## src/rtl/sw_reg_mdio_bridge.sv

```systemverilog
module sw_reg_mdio_bridge #(
  parameter int ADDR_W  = 18,
  parameter int CLK_DIV = 2
) (
  input  logic              clk,
  input  logic              rst_n,
  input  logic              req_valid,
  output logic              req_ready,
  input  logic [1:0]        req_op,
  input  logic [ADDR_W-1:0] req_addr,
  input  logic [31:0]       req_wdata,
  output logic              rsp_done,
  output logic [31:0]       rsp_rdata,
  output logic              mdc,
  output logic              mdio_o,
  output logic              mdio_oe,
  input  logic              mdio_i
);

  localparam int WIDX_W = ADDR_W - 2;
  localparam int DIV_W  = $clog2(CLK_DIV + 1);
  localparam logic [1:0] OP_WR  = 2'b01;
  localparam logic [1:0] OP_SET = 2'b10;

  function automatic logic [63:0] mk_frame(input logic wr, input logic [4:0] phy,
                                           input logic [4:0] rg, input logic [15:0] d);
    return {32'hFFFF_FFFF, 2'b01, wr ? 2'b01 : 2'b10, phy, rg,
            wr ? 2'b10 : 2'b00, wr ? d : 16'h0000};
  endfunction

  // step 0/3 page, 1/2 read low/high, 4/5 write high/low
  function automatic logic [63:0] step_frame(input logic [2:0] k, input logic [WIDX_W-1:0] w,
                                             input logic [31:0] v);
    logic [4:0]  dphy;
    logic [4:0]  ereg;
    logic [15:0] pg;
    dphy = {2'b10, w[6:4]};
    ereg = {w[3:0], 1'b0};
    pg   = 16'(w >> 7);
    case (k)
      3'd1:    return mk_frame(1'b0, dphy, ereg, 16'h0000);
      3'd2:    return mk_frame(1'b0, dphy, ereg | 5'd1, 16'h0000);
      3'd4:    return mk_frame(1'b1, dphy, ereg | 5'd1, v[31:16]);
      3'd5:    return mk_frame(1'b1, dphy, ereg, v[15:0]);
      default: return mk_frame(1'b1, 5'h1F, 5'h10, pg);
    endcase
  endfunction

  logic              busy;
  logic [2:0]        k, last_k;
  logic [5:0]        bit_cnt;
  logic [63:0]       sr;
  logic [DIV_W-1:0]  div_cnt;
  logic              mdc_r, done_r;
  logic [31:0]       rd_data;
  logic [1:0]        op_r;
  logic [WIDX_W-1:0] widx_r;
  logic [31:0]       wdata_r;

  logic              tick, rd_frame;
  logic [31:0]       wval;
  logic [2:0]        start_k, end_k;

  assign tick      = busy && (div_cnt == DIV_W'(CLK_DIV - 1));
  assign rd_frame  = (k == 3'd1) || (k == 3'd2);
  assign wval      = (op_r == OP_WR) ? wdata_r : (rd_data | wdata_r);
  assign start_k   = (req_op == OP_WR) ? 3'd3 : 3'd0;
  assign end_k     = (req_op == OP_WR || req_op == OP_SET) ? 3'd5 : 3'd2;

  assign req_ready = !busy;
  assign rsp_done  = done_r;
  assign rsp_rdata = rd_data;
  assign mdc       = mdc_r;
  assign mdio_o    = busy ? sr[63] : 1'b1;
  assign mdio_oe   = busy && (!rd_frame || bit_cnt < 6'd46);

  always_ff @(posedge clk) begin
    if (!rst_n) begin
      busy    <= 1'b0;
      k       <= 3'd0;
      last_k  <= 3'd0;
      bit_cnt <= 6'd0;
      sr      <= 64'h0;
      div_cnt <= '0;
      mdc_r   <= 1'b0;
      done_r  <= 1'b0;
      rd_data <= 32'h0;
      op_r    <= 2'b00;
      widx_r  <= '0;
      wdata_r <= 32'h0;
    end else begin
      done_r <= 1'b0;
      if (!busy) begin
        if (req_valid) begin
          busy    <= 1'b1;
          op_r    <= req_op;
          widx_r  <= req_addr[ADDR_W-1:2];
          wdata_r <= req_wdata;
          k       <= start_k;
          last_k  <= end_k;
          sr      <= step_frame(start_k, req_addr[ADDR_W-1:2], req_wdata);
          bit_cnt <= 6'd0;
          div_cnt <= '0;
          mdc_r   <= 1'b0;
        end
      end else if (tick) begin
        div_cnt <= '0;
        mdc_r   <= !mdc_r;
        if (!mdc_r) begin
          if (rd_frame && bit_cnt >= 6'd48) begin
            if (k == 3'd1) rd_data[15:0]  <= {rd_data[14:0], mdio_i};
            else           rd_data[31:16] <= {rd_data[30:16], mdio_i};
          end
        end else if (bit_cnt == 6'd63) begin
          if (k == last_k) begin
            busy   <= 1'b0;
            done_r <= 1'b1;
          end else begin
            k       <= k + 3'd1;
            sr      <= step_frame(k + 3'd1, widx_r, wval);
            bit_cnt <= 6'd0;
          end
        end else begin
          sr      <= {sr[62:0], 1'b0};
          bit_cnt <= bit_cnt + 6'd1;
        end
      end else begin
        div_cnt <= div_cnt + DIV_W'(1);
      end
    end
  end

  p_accept_drops_ready_r9: assert property (@(posedge clk) disable iff (!rst_n)
    req_valid && req_ready |=> !req_ready);
  p_done_single_r9: assert property (@(posedge clk) disable iff (!rst_n)
    rsp_done |=> !rsp_done);
  p_done_ready_r9: assert property (@(posedge clk) disable iff (!rst_n)
    rsp_done |-> req_ready);
  p_idle_quiet_r8: assert property (@(posedge clk) disable iff (!rst_n)
    req_ready |-> !mdc && !mdio_oe);
  p_hold_while_high_r8: assert property (@(posedge clk) disable iff (!rst_n)
    mdc |-> $stable(mdio_o) && $stable(mdio_oe));

endmodule

```

## config.mk

```make
export PLATFORM = sky130hd
export DESIGN_NAME = sw_reg_mdio_bridge
export DESIGN_NICKNAME = d
export VERILOG_FILES = /design/src/rtl/sw_reg_mdio_bridge.sv
export SDC_FILE = /design/constraint.sdc
export NUM_CORES = 1
export LEC_CHECK = 0
export BUFFER_PORTS_ARGS = -buffer_cell sky130_fd_sc_hd__clkbuf_2
export CORE_MARGIN = 5
export CORE_UTILIZATION = 55
export CTS_CLUSTER_DIAMETER = 40
export DETAILED_ROUTE_END_ITERATION = 7
export PLACE_DENSITY_LB_ADDON = 0.3
export SKIP_LAST_GASP = 1
export SYNTH_ARGS = -nofsm -noshare
export SYNTH_HDL_FRONTEND = slang
export SYNTH_SLANG_ARGS = --single-unit
```

## constraint.sdc

```tcl
create_clock -name clk -period 4.03 [get_ports clk]
set_clock_uncertainty 0.05 [all_clocks]
set_input_delay 0.2015 -clock clk [delete_from_list [all_inputs] [get_ports clk]]
set_output_delay 0.2015 -clock clk [all_outputs]
set_load 0.05 [all_outputs]
```

==> flow_summary_export.csv, run 1 <==
group,metric,value,unit
synth,synth_area_leaders,"dfxtp_1 49%, a21oi_1 7.5%, nand2_1 7.2%, mux2i_1 5.1%, o221a_1 3.2%",
detailed_routing,first_pass_iters,5,
synth,syn-num-nets,800,
critical_path,cpMaxStageDelayCell,"nand3_1",
power,pwr-share-comb,0.087,
detailed_routing,drc,0,
final_layout,multi_input_area,3120,sq um
synth,synth_edf_count,0,
floorplan,core_area,12000,sq um
critical_path,worst_r2r_endpoint,"sr[40]",
critical_path,worstPathArrival,2970,ps
run,max_cap_viol_count,0,
synth,synth_top_area_frac,0.487,
worst_hold_path,min_from,"req_valid",
synth,synth-seq-area-share,0.487,
final_layout,layoutNonFillerInstCount,1011,
critical_path,end_kind,"register",
timing,hold_viol,0,
critical_path,worst_setup_path_start_kind,"register",
synth,synth_cells,737,
critical_path,crit_family,"simple AND/OR/NAND/NOR gates",
detailed_routing,viasPerCell,5.94,
detailed_routing,wl_per_cell,17.2,um
timing,tns,0,ps
grt,track_usage,0.246,
critical_path,critPathKind,"register to register",
timing,finalCriticalPeriod,2710,ps
critical_path,r2r-start,"busy",
critical_path,rrSetupSlack,1320,ps
grt,first_global_vias,5766,
synth,yosysTopAreaCell,"dfxtp_1",
placed_design,hpwl,10500,um
synth,synth_cell_type_count,57,
final_layout,fin_nets,915,
power,p_leak,0.00313,uW
synth,synth_compound_area_frac,0.246,
power,internal_power,2790,uW
critical_path,required,4300,ps
timing,rsz0062_at_grt,"false",
cts,clkLatencyLatePin,430,ps
critical_path,crit_chain,"buf_4 > inv_1 > nor4b_4 > nand3_1 > buf_4 > o221a_2",
synth,ys_ff_latch,162,
timing,slew_viol_final,0,
detailed_routing,totalWireLength,17400,um
final_layout,diodes,0,
synth,synthAdderAreaFrac,0.0132,
grt,grt_antenna_before_repair,0,
critical_path,crit_top_cell,"buf_4",
synth,synthSimpleGateAreaFrac,0.152,
cts,hold_buffers,51,
synth,syn_avg_cell_area,9.03,sq um
detailed_routing,ant_nets,0,
power,cellPowerDensity,444,nW/um^2
worst_hold_path,hold_path.class,"input pin to register",
final_layout,final_cell_area,8220,sq um
power,switchingPower,856,uW
floorplan,die_w,120,um
final_layout,fillers,895,
critical_path,r2r_cells,6,
floorplan,start_util,0.556,
synth,synthArstFlopShare,0,
synth,ys_warn_count,0,
cts,cts.sink_count,162,
timing,slew_headroom,0.441,
final_layout,seq_area,3240,sq um
placed_design,placed_cells,929,
grt,overflow,0,
grt,grt_pass1_wl,28700,um
placed_design,io_buffers,90,
final_layout,drive_above_1_share,0.189,
detailed_routing,drt_iter0_drc,595,
synth,syn_area,6660,sq um
synth,synthMuxAreaShare,0.0528,
floorplan,die-height,120,um
timing,finalSetupViolations,0,
cts,clk_pin_slew_worst_paths,60,ps
worst_hold_path,min_path_cells,4,
timing,tightestPinTransition,838,ps
timing,max_clock_freq,370,MHz
power,clkPwrFrac,0.442,
power,swShare,0.235,
cts,post-cts-setup-buffers,0,
placed_design,gp_congestion,0.845,
timing,finalCritPeriodShare,0.672,
floorplan,pin_count,93,
cts,cts_buffer_depth,2,
cts,clockRootBuffer,"clkbuf_16",
synth,synthXorXnorAreaFrac,0.00263,
floorplan,die_area,14400,sq um
floorplan,num_rows,40,
detailed_routing,num_vias,6002,
critical_path,slowest_delay,630,ps
final_layout,area_growth,23.4,%
synth,synth_top_family_by_area,"compound AO/OA/AOI/OAI gates",
cts,cts_htree_levels,4,
critical_path,cp_num_buf_inv,3,
synth,synthTopCellsByCount,"162 x dfxtp_1, 127 x nand2_1, 100 x a21oi_1",
synth,synth_ff_type,"dfxtp_1",
synth,synth_most_common_cell,"dfxtp_1",
cts,cts_tree,"done",
run_status,outcome,"completed",
power,ir_worst_vdd,0.000295,V
power,power_frac_seq,0.471,
cts,cts_resized,0,
critical_path,cp_max_fo,20,
cts,cts_inserted_buffers,17,
placed_design,place_area,7120,sq um
worst_hold_path,hold_path_end,"div_cnt[0]",
grt,grt_max_degree,78,
[power groups by stage]
| stage | combinational (uW) | sequential [uW] | clock (uW) |
|---|---|---|---|
| 3_5_place_dp | 273 | 1750 | 0 |
| 6_report | 318 | 1720 | 1610 |
| 4_1_cts | 314 | 1720 | 1630 |
| 5_1_grt | 350 | 1720 | 1710 |
| 2_1_floorplan | 201 | 1740 | 0 |
| 3_3_place_gp | 265 | 1750 | 0 |
[cell families after synthesis]
logic type | count (synthesis)
and+or+nand+nor | 221
muxes | 35
buffers and inverters | 65
AOI/OAI and AO/OA | 245
adders and majority gates | 7
DFF | 162
xor gates and xnor gates | 2
[layer usage]
metal	global-route usage	part of all wire	wire length, um
met5	0	0	0
met4	0.0938	0.020	357
met3	0.0584	0.071	1240
met2	0.396	0.48	8290
met1	0.320	0.43	7540
[through the flow]
| step | utilization | hold slack (ps) | power [uW] | worst slack [ps] |
|---|---|---|---|---|
| after floorplan | - | 283 | 1940 | 1860 |
| after global placement | 0.595 | 376 | 2010 | 1510 |
| after detailed placement | 0.595 | 380 | 2020 | 1400 |
| after CTS | 0.687 | 122 | 3660 | 1330 |
| after global routing | 0.687 | 183 | 3780 | 1150 |
| final | 0.687 | 126 | 3640 | 1320 |
[cells in the final DEF (no fill, tap or decap), types with 19 or more instances in the layout]
cell type,netlist,layout
o221a_1,19,19
a21oi_1,100,100
clkbuf_2,0,90
dfxtp_1,162,162
o22ai_1,19,19
nor2_1,31,31
dlygate4sd3_1,0,51
nand2_1,127,127
mux2i_1,34,34
o21ai_0,37,37
[registers in the layout, indices dropped and copies added (netlist names)]
register / flops
sr: 64
rsp_rdata: 32
wdata_r: 32
widx_r: 16
bit_cnt: 6
k: 3
div_cnt: 2
last_k: 2
op_r: 2
busy: 1
mdc: 1
rsp_done: 1
[tightest hold or removal path: cells and delay by family]
kind	cells	cell delay (ps)
buf+inv	1	140
compound gates	1	110
simple gates	2	100
[final cells by class]
type | instances | share of cell area
flip-flops and latches | 162 | 0.395
multi-input cells | 510 | 0.380
clock buffers | 23 | 0.0594
inverters | 8 | 0.00365
repair buffers | 153 | 0.128
well taps | 147 | 0.0224
clock inverters | 8 | 0.0123
[worst max-delay path by stage]
stage,from,to,slack (ps),cells past startpoint
floorplan,k[1],mdio_oe,1860,4
global placement,busy,sr[41],1510,6
detailed placement,busy,sr[41],1400,6
CTS,busy,sr[40],1330,6
global route,busy,sr[40],1150,6
finish,busy,sr[40],1320,6
(Power assumes the default switching activity.)
==> inputs of run 2 (changes only) <==
clock period = 2.7 ns   (was 4.03 ns; I/O delays follow)
==> run 2 against run 1 <==
Worst hold slack lost 40 ps. Maximum frequency is 11% higher. Critical path type unchanged. Sequential power is 49% higher. Largest power group is now clock. Sequential share of layout area shrank 0.67 points. Clock power is 60% higher.
==> flow_summary_export.csv, run 2 (synthesis gave the netlist of run 1 again) <==
group,metric,value,unit
detailed_routing,drt_iter0_drc,416,
final_layout,top_register,"sr",
detailed_routing,ant_nets,0,
timing,holdWs,86.6,ps
timing,rsz0062_at_grt,"false",
floorplan,die_w,120,um
detailed_routing,num_vias,6085,
grt,grt_max_degree,55,
critical_path,worst_setup_path_start_kind,"register",
critical_path,cpMaxStageDelayCell,"nor2_2",
run_status,outcome,"completed",
placed_design,gp_congestion,0.856,
grt,grt_pass1_wl,29000,um
floorplan,die-height,120,um
cts,clkLatencyLatePin,420,ps
floorplan,num_rows,40,
final_layout,diodes,0,
floorplan,pin_count,93,
timing,finalCriticalPeriod,2450,ps
timing,tns,0,ps
final_layout,final_common_cell,"dfxtp_1",
cts,cts_resized,0,
final_layout,largest_reg_flops,64,
critical_path,end_kind,"register",
final_layout,drive_above_1_share,0.198,
run,max_cap_viol_count,0,
cts,cts_htree_levels,4,
cts,cts_buffer_depth,2,
critical_path,worstPathArrival,2730,ps
floorplan,start_util,0.556,
cts,cts.sink_count,162,
final_layout,layout_common_cells,"162 x dfxtp_1, 127 x nand2_1, 100 x a21oi_1, 90 x clkbuf_2, 51 x dlygate4sd3_1",
grt,track_usage,0.247,
critical_path,crit_chain,"ha_1 > nand3_2 > or2_1 > buf_12 > nor2_2 > a221oi_1 > o21ai_0",
cts,clockRootBuffer,"clkbuf_16",
detailed_routing,wl_per_cell,17.1,um
floorplan,die_area,14400,sq um
timing,slew_headroom,0.499,
timing,tightestPinTransition,750,ps
cts,clk_pin_slew_worst_paths,60,ps
detailed_routing,drc,0,
detailed_routing,viasPerCell,5.96,
final_layout,seq_area,3240,sq um
timing,finalSetupViolations,0,
placed_design,hpwl,11100,um
placed_design,io_buffers,90,
critical_path,cp_max_fo,35,
grt,overflow,0,
grt,grt_antenna_before_repair,0,
detailed_routing,totalWireLength,17500,um
final_layout,area_growth,25.6,%
cts,cts_inserted_buffers,17,
final_layout,multi_input_area,3120,sq um
worst_hold_path,hold_path.class,"input pin to register",
detailed_routing,first_pass_iters,5,
power,p_leak,0.00320,uW
timing,max_clock_freq,409,MHz
timing,hold_viol,0,
critical_path,required,2990,ps
power,cellPowerDensity,673,nW/um^2
final_layout,fillers,889,
final_layout,fin_nets,924,
cts,cts_tree,"done",
critical_path,critPathKind,"register to register",
critical_path,slowest_delay,610,ps
timing,finalCritPeriodShare,0.906,
floorplan,core_area,12000,sq um
grt,first_global_vias,5927,
critical_path,crit_family,"simple AND/OR/NAND/NOR gates",
timing,slew_viol_final,0,
power,ir_worst_vdd,0.000537,V
critical_path,cp_num_buf_inv,1,
## run 2: cell types whose count changed in the layout (fill, tap and decap cells not counted)
cell and delta:
clkinv_4 +3, clkbuf_8 -2, bufinv_16 +2, clkinv_2 -1, clkinvlp_4 -1, buf_12 +2, buf_4 +7, inv_8 +1
inv_6 -1
## run 2: area by class of cell
type                            instances  share of cell area
Sequential cell                       162               0.388
Clock buffer                           21              0.0551
Clock inverter                         11              0.0213
Timing Repair Buffer                  162               0.137
Inverter                                8             0.00359
Multi-Input combinational cell        510               0.373
Tap cell                              147              0.0220
## run 2: per-stage QoR
stage	instances	worst slack [ps]	utilization	area [sq um]	total power [uW]
floorplan	737	599	-	6660	2900
global route	1021	64.8	0.699	8360	5830
detailed placement	938	337	0.603	7210	3030
CTS	1021	293	0.699	8360	5640
finish	1021	253	0.699	8360	5630
global placement	938	462	0.603	7210	3010
## run 2: where the power goes
part / switching, uW / total [uW] / internal, uW
clock: 973 / 2580 / 1610
sequential: 65.1 / 2560 / 2500
combinational: 269 / 486 / 218
## run 2: timing repair
action                    CTS  global route
hold buffers               51             0
setup buffers               0             0
hold endpoints to repair   61             0
## run 2: worst paths after layout
kind,from,to,slack [ps],depth (start not counted)
min,req_valid,busy,90,3
max,bit_cnt[0],sr[6],250,7
min reg2reg,widx_r[15],widx_r[15],400,2
max reg2reg,bit_cnt[0],sr[6],250,7
## run 2: metal layers
layer	share of wire	GRT usage	up-vias	wire length, um
li1	-	-	2902	-
met1	0.44	0.317	2912	7730
met2	0.48	0.404	232	8340
met3	0.063	0.0660	39	1100
met4	0.018	0.0852	0	323
met5	0	0	-	0
## run 2: worst reg2reg max path, stage by stage, from the launching register on
cell and delay (ps):
dfxtp_1 390, ha_1 230, nand3_2 140, or2_1 310, buf_12 190, nor2_2 620
a221oi_1 190, o21ai_0 240
==> inputs of run 3 (changes only) <==
PLACE_DENSITY = 0.77   (was default)
PLACE_DENSITY_LB_ADDON = default   (was 0.3)
==> run 3 against run 2 <==
Combinational power barely moved. Sequential share of layout area barely moved. Wire length rose by 2.1%. Largest cell class unchanged.
==> flow_summary_export.csv, run 3 (synthesis gave the netlist of run 1 again) <==
group,metric,value,unit
critical_path,critPathKind,"register to output pin",
floorplan,core_area,12000,sq um
power,cellPowerDensity,675,nW/um^2
power,ir_worst_vdd,0.000517,V
final_layout,top_register,"sr",
floorplan,die_w,120,um
grt,first_global_vias,6007,
placed_design,hpwl,11300,um
detailed_routing,viasPerCell,5.99,
detailed_routing,num_vias,6131,
power,p_leak,0.00322,uW
cts,cts_htree_levels,4,
final_layout,drive_above_1_share,0.202,
final_layout,layoutNonFillerInstCount,1023,
timing,rsz0062_at_grt,"false",
critical_path,worst_setup_path_start_kind,"register",
worst_hold_path,hold_path.class,"input pin to register",
timing,hold_viol,0,
timing,finalCritPeriodShare,0.873,
grt,grt_max_degree,78,
timing,slew_viol_final,0,
grt,track_usage,0.253,
timing,holdWs,64.7,ps
run_status,outcome,"completed",
cts,post-cts-setup-buffers,0,
cts,cts_inserted_buffers,17,
final_layout,area_growth,25.5,%
final_layout,final_common_cell,"dfxtp_1",
floorplan,num_rows,40,
critical_path,worstPathArrival,2170,ps
final_layout,largest_reg_flops,64,
detailed_routing,drc,0,
critical_path,rrSetupSlack,350,ps
grt,grt_antenna_before_repair,0,
detailed_routing,wl_per_cell,17.5,um
run,max_cap_viol_count,0,
placed_design,placed_cells,940,
timing,tns,0,ps
cts,hold_buffers,51,
critical_path,end_kind,"output pin",
placed_design,io_buffers,90,
floorplan,die-height,120,um
grt,grt_pass1_wl,29700,um
grt,overflow,0,
critical_path,cp_max_fo,7,
cts,cts_tree,"done",
detailed_routing,first_pass_iters,5,
timing,max_clock_freq,424,MHz
worst_hold_path,min_path_cells,4,
critical_path,r2r-start,"k[2]",
critical_path,required,2520,ps
detailed_routing,drt_iter0_drc,493,
final_layout,fin_nets,926,
timing,finalSetupViolations,0,
cts,clk_pin_slew_worst_paths,60,ps
cts,cts_buffer_depth,2,
worst_hold_path,hold_path_end,"div_cnt[0]",
critical_path,worst_r2r_endpoint,"bit_cnt[3]",
critical_path,r2r_cells,5,
cts,cts_resized,0,
final_layout,layout_common_cells,"162 x dfxtp_1, 127 x nand2_1, 100 x a21oi_1, 90 x clkbuf_2, 51 x dlygate4sd3_1",
placed_design,gp_congestion,0.918,
cts,clkLatencyLatePin,430,ps
power,total_power,5640,uW
floorplan,start_util,0.556,
floorplan,pin_count,93,
detailed_routing,totalWireLength,17900,um
worst_hold_path,min_from,"req_valid",
floorplan,die_area,14400,sq um
detailed_routing,ant_nets,0,
final_layout,diodes,0,
timing,slew_headroom,0.596,
timing,tightestPinTransition,606,ps
cts,clockRootBuffer,"clkbuf_16",
timing,finalCriticalPeriod,2360,ps
cts,cts.sink_count,162,
run 3: cell count changes in the layout (fill, tap and decap cells not counted), sizes merged:
cell	before	now
clkinv	4	6
inv	9	10
buf	21	23
clkbuf	111	109
clkinvlp	2	1
run 3: per-stage QoR:
stage               setup WS [ps]  instance area [sq um]   util
detailed placement            443                   7210  0.603
global route                  126                   8360  0.699
CTS                           353                   8360  0.699
finish                        342                   8360  0.699
global placement              464                   7210  0.603
floorplan                     599                   6660      -
run 3: critical path, stage by stage, from the launching register on:
cell and delay (ps):
dfxtp_1 460, inv_1 100, ha_1 260, or2_2 340
a31oi_1 250, clkbuf_2 320
run 3: area by class of cell:
type / count / area [sq um]
fillers: 908 / 3600
flip-flops and latches: 162 / 3240
multi-input cells: 510 / 3120
repair buffers: 164 / 1150
clock buffers: 19 / 453
well taps: 147 / 184
clock inverters: 13 / 181
inverters: 8 / 30.0
run 3: where the power goes:
group	switching, uW	internal [uW]	leakage [uW]
Sequential	66.7	2500	0.00133
Clock	992	1600	0.000315
Combinational	268	218	0.00158
run 3: worst max-delay path by stage:
stage	cells past startpoint	slack [ps]	startpoint	to
CTS	5	350	k[1]	mdio_oe
global route	5	130	k[2]	bit_cnt[3]
finish	5	340	k[1]	mdio_oe
global placement	7	460	bit_cnt[0]	bit_cnt[4]
detailed placement	6	440	bit_cnt[1]	sr[61]
floorplan	4	600	k[1]	mdio_oe
run 3: layer usage:
metal  vias up  GRT usage  share of wire
met5         -          0              0
met4         0      0.105          0.022
met3        43     0.0664          0.074
met2       236      0.416           0.48
met1      2948      0.314           0.43
li1       2904          -              -
